===== src/rtl/intc_pkg.sv =====
package intc_pkg;
  localparam int REG_W  = 16;
  localparam int ADDR_W = 3;

  typedef enum logic [ADDR_W-1:0] {
    A_HWREQ  = 3'd0,
    A_SWREQ  = 3'd1,
    A_TRPREQ = 3'd2,
    A_HWEN   = 3'd3,
    A_SWEN   = 3'd4,
    A_TRPEN  = 3'd5,
    A_GLBEN  = 3'd6,
    A_NONE   = 3'd7
  } reg_addr_e;
endpackage


===== src/rtl/intc_sync.sv =====
module intc_sync #(
  parameter int W = 6
) (
  input  logic         clk,
  input  logic         rst,
  input  logic [W-1:0] async_i,
  output logic [W-1:0] sync_o
);
  logic [W-1:0] stage1_q;
  logic [W-1:0] stage2_q;

  for (genvar i = 0; i < W; i++) begin : g_bit
    always_ff @(posedge clk) begin
      if (rst) begin
        stage1_q[i] <= 1'b0;
        stage2_q[i] <= 1'b0;
      end else begin
        stage1_q[i] <= async_i[i];
        stage2_q[i] <= stage1_q[i];
      end
    end
  end

  assign sync_o = stage2_q;
endmodule


===== src/rtl/intc_regs.sv =====
module intc_regs
  import intc_pkg::*;
#(
  parameter int NUM_HW    = 6,
  parameter int NUM_SW    = 15,
  parameter int NUM_MODES = 4
) (
  input  logic                 clk,
  input  logic                 rst,
  input  logic                 wr_i,
  input  logic [ADDR_W-1:0]    addr_i,
  input  logic [REG_W-1:0]     wdata_i,
  input  logic [NUM_HW-1:0]    hw_req_i,
  output logic [REG_W-1:0]     rdata_o,
  output logic [NUM_SW-1:0]    sw_req_o,
  output logic [NUM_MODES-1:0] trp_req_o,
  output logic [NUM_HW-1:0]    hw_en_o,
  output logic [NUM_SW-1:0]    sw_en_o,
  output logic [NUM_MODES-1:0] trp_en_o,
  output logic                 glb_en_o
);
  logic [NUM_SW-1:0]    sw_req_q, sw_en_q;
  logic [NUM_MODES-1:0] trp_req_q, trp_en_q;
  logic [NUM_HW-1:0]    hw_en_q;
  logic                 glb_en_q;
  logic [REG_W-1:0]     rdata_d, rdata_q;
  reg_addr_e            sel;
  logic                 unused_wdata;

  assign sel          = reg_addr_e'(addr_i);
  assign unused_wdata = ^wdata_i[REG_W-1:NUM_SW];

  always_ff @(posedge clk) begin
    if (rst) begin
      sw_req_q  <= '0;
      sw_en_q   <= '0;
      trp_req_q <= '0;
      trp_en_q  <= '0;
      hw_en_q   <= '0;
      glb_en_q  <= 1'b0;
    end else if (wr_i) begin
      case (sel)
        A_SWREQ:  sw_req_q  <= wdata_i[NUM_SW-1:0];
        A_TRPREQ: trp_req_q <= wdata_i[NUM_MODES-1:0];
        A_HWEN:   hw_en_q   <= wdata_i[NUM_HW-1:0];
        A_SWEN:   sw_en_q   <= wdata_i[NUM_SW-1:0];
        A_TRPEN:  trp_en_q  <= wdata_i[NUM_MODES-1:0];
        A_GLBEN:  glb_en_q  <= wdata_i[0];
        default:  ;
      endcase
    end
  end

  always_comb begin
    rdata_d = '0;
    case (sel)
      A_HWREQ:  rdata_d[NUM_HW-1:0]    = hw_req_i;
      A_SWREQ:  rdata_d[NUM_SW-1:0]    = sw_req_q;
      A_TRPREQ: rdata_d[NUM_MODES-1:0] = trp_req_q;
      A_HWEN:   rdata_d[NUM_HW-1:0]    = hw_en_q;
      A_SWEN:   rdata_d[NUM_SW-1:0]    = sw_en_q;
      A_TRPEN:  rdata_d[NUM_MODES-1:0] = trp_en_q;
      A_GLBEN:  rdata_d[0]             = glb_en_q;
      default:  rdata_d = '0;
    endcase
  end

  always_ff @(posedge clk) begin
    if (rst) rdata_q <= '0;
    else     rdata_q <= rdata_d;
  end

  assign rdata_o   = rdata_q;
  assign sw_req_o  = sw_req_q;
  assign trp_req_o = trp_req_q;
  assign hw_en_o   = hw_en_q;
  assign sw_en_o   = sw_en_q;
  assign trp_en_o  = trp_en_q;
  assign glb_en_o  = glb_en_q;
endmodule


===== src/rtl/intc_trap_qual.sv =====
module intc_trap_qual #(
  parameter int NUM_MODES = 4,
  localparam int MODE_W   = $clog2(NUM_MODES)
) (
  input  logic [NUM_MODES-1:0] req_i,
  input  logic [NUM_MODES-1:0] en_i,
  input  logic                 glb_en_i,
  input  logic [MODE_W-1:0]    mode_i,
  output logic [NUM_MODES-1:0] live_o
);
  for (genvar m = 0; m < NUM_MODES; m++) begin : g_mode
    logic mode_ok;
    assign mode_ok   = (mode_i >= MODE_W'(m));
    assign live_o[m] = req_i[m] & en_i[m] & mode_ok & glb_en_i;
  end
endmodule


===== src/rtl/intc_pend.sv =====
module intc_pend #(
  parameter int NUM_HW    = 6,
  parameter int NUM_SW    = 15,
  parameter int NUM_MODES = 4
) (
  input  logic                 clk,
  input  logic                 rst,
  input  logic [NUM_HW-1:0]    hw_req_i,
  input  logic [NUM_HW-1:0]    hw_en_i,
  input  logic [NUM_SW-1:0]    sw_req_i,
  input  logic [NUM_SW-1:0]    sw_en_i,
  input  logic [NUM_MODES-1:0] trp_live_i,
  input  logic                 priv_i,
  output logic                 pend_o
);
  logic any_hw, any_sw, any_trp, pend_q;

  assign any_hw  = |(hw_req_i & hw_en_i);
  assign any_sw  = |(sw_req_i & sw_en_i);
  assign any_trp = |trp_live_i;

  always_ff @(posedge clk) begin
    if (rst) pend_q <= 1'b0;
    else     pend_q <= (any_hw | any_sw | any_trp) & ~priv_i;
  end

  assign pend_o = pend_q;
endmodule


===== src/rtl/intc_core.sv =====
module intc_core
  import intc_pkg::*;
#(
  parameter int NUM_HW    = 6,
  parameter int NUM_SW    = 15,
  parameter int NUM_MODES = 4,
  localparam int MODE_W   = $clog2(NUM_MODES)
) (
  input  logic                 clk,
  input  logic                 rst,
  input  logic [NUM_HW-1:0]    hw_irq_i,
  input  logic [MODE_W-1:0]    mode_i,
  input  logic                 priv_i,
  input  logic                 reg_wr_i,
  input  logic [ADDR_W-1:0]    reg_addr_i,
  input  logic [REG_W-1:0]     reg_wdata_i,
  output logic [REG_W-1:0]     reg_rdata_o,
  output logic                 irq_pending_o
);
  logic [NUM_HW-1:0]    hw_req;
  logic [NUM_HW-1:0]    hw_en;
  logic [NUM_SW-1:0]    sw_req, sw_en;
  logic [NUM_MODES-1:0] trp_req, trp_en, trp_live;
  logic                 glb_en;

  intc_sync #(.W(NUM_HW)) u_sync (
    .clk(clk), .rst(rst), .async_i(hw_irq_i), .sync_o(hw_req)
  );

  intc_regs #(.NUM_HW(NUM_HW), .NUM_SW(NUM_SW), .NUM_MODES(NUM_MODES)) u_regs (
    .clk(clk), .rst(rst), .wr_i(reg_wr_i), .addr_i(reg_addr_i),
    .wdata_i(reg_wdata_i), .hw_req_i(hw_req), .rdata_o(reg_rdata_o),
    .sw_req_o(sw_req), .trp_req_o(trp_req), .hw_en_o(hw_en),
    .sw_en_o(sw_en), .trp_en_o(trp_en), .glb_en_o(glb_en)
  );

  intc_trap_qual #(.NUM_MODES(NUM_MODES)) u_trap (
    .req_i(trp_req), .en_i(trp_en), .glb_en_i(glb_en),
    .mode_i(mode_i), .live_o(trp_live)
  );

  intc_pend #(.NUM_HW(NUM_HW), .NUM_SW(NUM_SW), .NUM_MODES(NUM_MODES)) u_pend (
    .clk(clk), .rst(rst), .hw_req_i(hw_req), .hw_en_i(hw_en),
    .sw_req_i(sw_req), .sw_en_i(sw_en), .trp_live_i(trp_live),
    .priv_i(priv_i), .pend_o(irq_pending_o)
  );
endmodule


===== config.mk =====
export PLATFORM = sky130hd
export DESIGN_NAME = intc_core
export DESIGN_NICKNAME = d
export VERILOG_FILES = /design/src/rtl/intc_pkg.sv /design/src/rtl/intc_sync.sv /design/src/rtl/intc_regs.sv /design/src/rtl/intc_trap_qual.sv /design/src/rtl/intc_pend.sv /design/src/rtl/intc_core.sv
export SDC_FILE = /design/constraint.sdc
export NUM_CORES = 1
export LEC_CHECK = 0
export ABC_AREA = 1
export BUFFER_PORTS_ARGS = -buffer_cell sky130_fd_sc_hd__buf_4
export CAP_MARGIN = 20
export CORE_MARGIN = 10
export CORE_UTILIZATION = 56
export DETAILED_ROUTE_END_ITERATION = 7
export PLACE_DENSITY = 0.75
export SLEW_MARGIN = 20
export SYNTH_ARGS = -nofsm -noshare
export SYNTH_HDL_FRONTEND = slang
export SYNTH_HIERARCHICAL = 1
export SYNTH_SLANG_ARGS = --single-unit

===== constraint.sdc =====
create_clock -name clk -period 1.35 [get_ports clk]
set_input_delay 0.135 -clock clk [delete_from_list [all_inputs] [get_ports clk]]
set_output_delay 0.135 -clock clk [all_outputs]
set_load 0.02 [all_outputs]

==> flow_metrics.env <==
export IMPL_dp_slack_ps=174.9
export IMPL_min_path_type="input port to flop"
export IMPL_pwr_share_seq_pct=52.8
export IMPL_endpoint_kind="flop"
export IMPL_finalNetCount=511
export IMPL_ys_flop_type="dfxtp_1"
export IMPL_final_fill_count=480
export IMPL_syn2layout_area_growth_pct=19.22
export IMPL_dp_cells=535
export IMPL_ys_seq_elements=73
export IMPL_ys_seq_area_share_pct=46.28
export IMPL_cp_start_kind="flop"
export IMPL_grt_max_degree=31
export IMPL_synth_avg_cell_area_um2=7.379
export IMPL_synthCells=428
export IMPL_antenna_left=0
export IMPL_post_cts_buffers=0
export IMPL_drive_gt1_share_pct=20.70
export IMPL_critPathKind="flop to flop"
export IMPL_die_x_um=95.10
export IMPL_crit_arrival_ps=1370
export IMPL_slowest_delay_ps=360
export IMPL_fin_cells=555
export IMPL_numClockSinks=73
export IMPL_rows=27
export IMPL_ios=48
export IMPL_outcome="finished, final reports clean"
export IMPL_clockBufferDepth=2
export IMPL_seq_area_um2=1461
export IMPL_crit_family="simple AND/OR/NAND/NOR gates"
export IMPL_p_switching_w=0.001040
export IMPL_die_h_um=95.10
export IMPL_clk_pin_slew_ps=80
export IMPL_combPwrFrac_pct=9.2
export IMPL_n_antenna_cell=0
export IMPL_critPathMaxFanout=5
export IMPL_synth_area_top_cells="dfxtp_1 46%, nand2_1 9.3%, nor2_1 7.6%"
export IMPL_worst_path_max_delay_cell="dfxtp_1"
export IMPL_crit_required_ps=1580
export IMPL_clkLatencyLatePin_ps=350
export IMPL_dpl_hpwl_mm=5.309
export IMPL_synth_top_area_share_pct=46.28
export IMPL_period_share_pct=84.74
export IMPL_drt_initial_drc_count=176
export IMPL_core_area_um2=5473
export IMPL_grt_pass1_vias=2737
export IMPL_p_per_area_nw_per_um2=1141
export IMPL_regToRegStartpoint="u_regs/glb_en_o$_SDFFE_PP0P_"
export IMPL_max_freq_mhz=874.1
export IMPL_place_gp_congestion=0.8935
export IMPL_first_pass_iters=5
export IMPL_slew_violations=0
export IMPL_drv_cap=0
export IMPL_ctsResizeCount=0
export IMPL_clockPowerShare_pct=38.0
export IMPL_port_buffer_count=45
export IMPL_crit_chain="nand2_1, nor2_1, nor2_1, nand2_1, nor2_1, nand2_1, inv_1, a21oi_1"
export IMPL_start_util_pct=57.70
export IMPL_synth_top_area_cell="dfxtp_1"
export IMPL_hp_start="reg_wdata_i[6]"
export IMPL_cts_buffers=9
export IMPL_synthesis_nets=459
export IMPL_remaining_drc_errors=0
export IMPL_synthXorXnorAreaFrac_pct=0
export IMPL_synthAdderAreaFrac_pct=0
export IMPL_viasPerCell=5.052
export IMPL_synth_most_common_cell="nand2_1"
export IMPL_finalSetupTns_ps=0
export IMPL_synthDistinctLibCells=26
export IMPL_netlist_area_um2=3158
export IMPL_tritoncts="built"
export IMPL_hold_viol=0
export IMPL_crit_buf_inv=1
export IMPL_peakVddDrop_mv=0.9144
export IMPL_antenna_found_initial=0
export IMPL_fin_skew_ps=14.42
export IMPL_synth_top_family_by_area="simple AND/OR/NAND/NOR gates"
export IMPL_muxShareOfSynthArea_pct=0
export IMPL_finalWorstSetupSlack_ps=206.0
export IMPL_vias=2804
export IMPL_synth_compound_area_share_pct=13.19
export IMPL_wl_per_cell_um=13.86
export IMPL_p_int_w=0.003254
export IMPL_grt_total_usage_pct=17.58
export IMPL_fp_dieArea_um2=9043
export IMPL_synth_edf_count=0
export IMPL_synthArstFlopShare_pct=0
export IMPL_overflow=0
export IMPL_p_leak_nw=1.643
export IMPL_yosys_area_share_simple_pct=29.40
export IMPL_switching_share_pct=24.21
export IMPL_root_buffer="clkbuf_8"
export IMPL_wirelength_mm=7.690
export IMPL_hold_buffers=6
export IMPL_multi_input_area_um2=1349
export IMPL_synthTopCellsByCount="78 x nand2_1, 73 x dfxtp_1, 64 x nor2_1"
export IMPL_worstSetupStartpoint="u_regs/glb_en_o$_SDFFE_PP0P_"
export IMPL_min_period_ps=1144
export IMPL_htreeDepth=3
export IMPL_rsz0062_at_grt="no"
export IMPL_grt_pass1_wl_mm=12.51
export IMPL_final_setup_viol_count=0
export IMPL_yosysWarnings=6
stage by stage:
stage	cell area [um2]	utilization [%]	hold WS, ps	total power [W]
final	3765	68.79	18.85	0.004294
after global routing	3765	68.79	19.85	0.004463
after global placement	3522	64.36	332.6	0.002681
after floorplan	3158	-	204.1	0.002539
after CTS	3765	68.79	7.544	0.004317
after detailed placement	3522	64.36	344.1	0.002690
per-layer routing:
layer / part of all wire [%] / up-vias / global-route usage, %
met2: 45 / 95 / 27.16
met1: 45 / 1234 / 21.69
li1: - / 1464 / -
met5: 0 / - / 0
met3: 8.3 / 11 / 6.834
met4: 1.7 / 0 / 6.608
cells in the final DEF, fill, tap and decap left out, drive strengths merged, types with 3 or more instances in the layout:
| cell type | synthesis | layout |
|---|---|---|
| inv | 47 | 47 |
| nor2 | 79 | 79 |
| clkbuf | 5 | 10 |
| o21ai | 41 | 41 |
| a21oi | 40 | 40 |
| buf | 18 | 58 |
| nand4 | 11 | 11 |
| dfxtp | 73 | 73 |
| dlygate4sd3 | 0 | 6 |
| nand3 | 33 | 33 |
| clkinv | 0 | 3 |
| nand2 | 78 | 78 |
path summary, 6_finish.rpt:
path	slack, ps	depth (start not counted)	to
worst max-delay path	210	8	u_pend/pend_o$_SDFF_PP0_
worst min-delay path	20	3	u_regs/sw_req_o[6]$_SDFFE_PP0P_
worst max register to register	210	8	u_pend/pend_o$_SDFF_PP0_
worst min register to register	400	2	u_sync/sync_o[4]$_SDFF_PP0_
power groups by stage:
| stage | clock [W] | sequential (W) | combinational [W] |
|---|---|---|---|
| final | 0.00163 | 0.00227 | 0.000396 |
| after global routing | 0.00175 | 0.00227 | 0.000437 |
| after CTS | 0.00166 | 0.00226 | 0.000393 |
| after detailed placement | 0 | 0.00231 | 0.000376 |
| after global placement | 0 | 0.00231 | 0.000370 |
| after floorplan | 0 | 0.00231 | 0.000231 |
cells by family after synthesis:
family          after synthesis
simple gates                203
other cells                   1
compound gates               81
buf+inv                      70
flops                        73
final cells by class:
cell class              instances  share of cell area, %
clock buffers                  10                  3.656
inverters                      47                  4.952
well taps                      72                  2.393
clock inverters                 4                  1.196
flip-flops and latches         73                  38.82
repair buffers                 64                  13.16
multi-input cells             285                  35.83
flip-flops by register name, indices dropped and copies added (netlist names):
signal,cells
u_regs/trp_req_o,4
u_regs/rdata_o,15
u_regs/glb_en_o,1
u_regs/trp_en_o,4
u_sync/sync_o,6
u_pend/pend_o,1
u_regs/hw_en_o,6
u_sync/stage1_q,6
u_regs/sw_req_o,15
u_regs/sw_en_o,15
worst register-to-register path, stage by stage, from the launching register on:
cell and delay (ps):
dfxtp_1 360, nand2_1 110, nor2_1 50, nor2_1 150
nand2_1 70, nor2_1 90, nand2_1 90, inv_1 60
a21oi_1 60
Note: power is estimated with default switching activity, not from simulation.
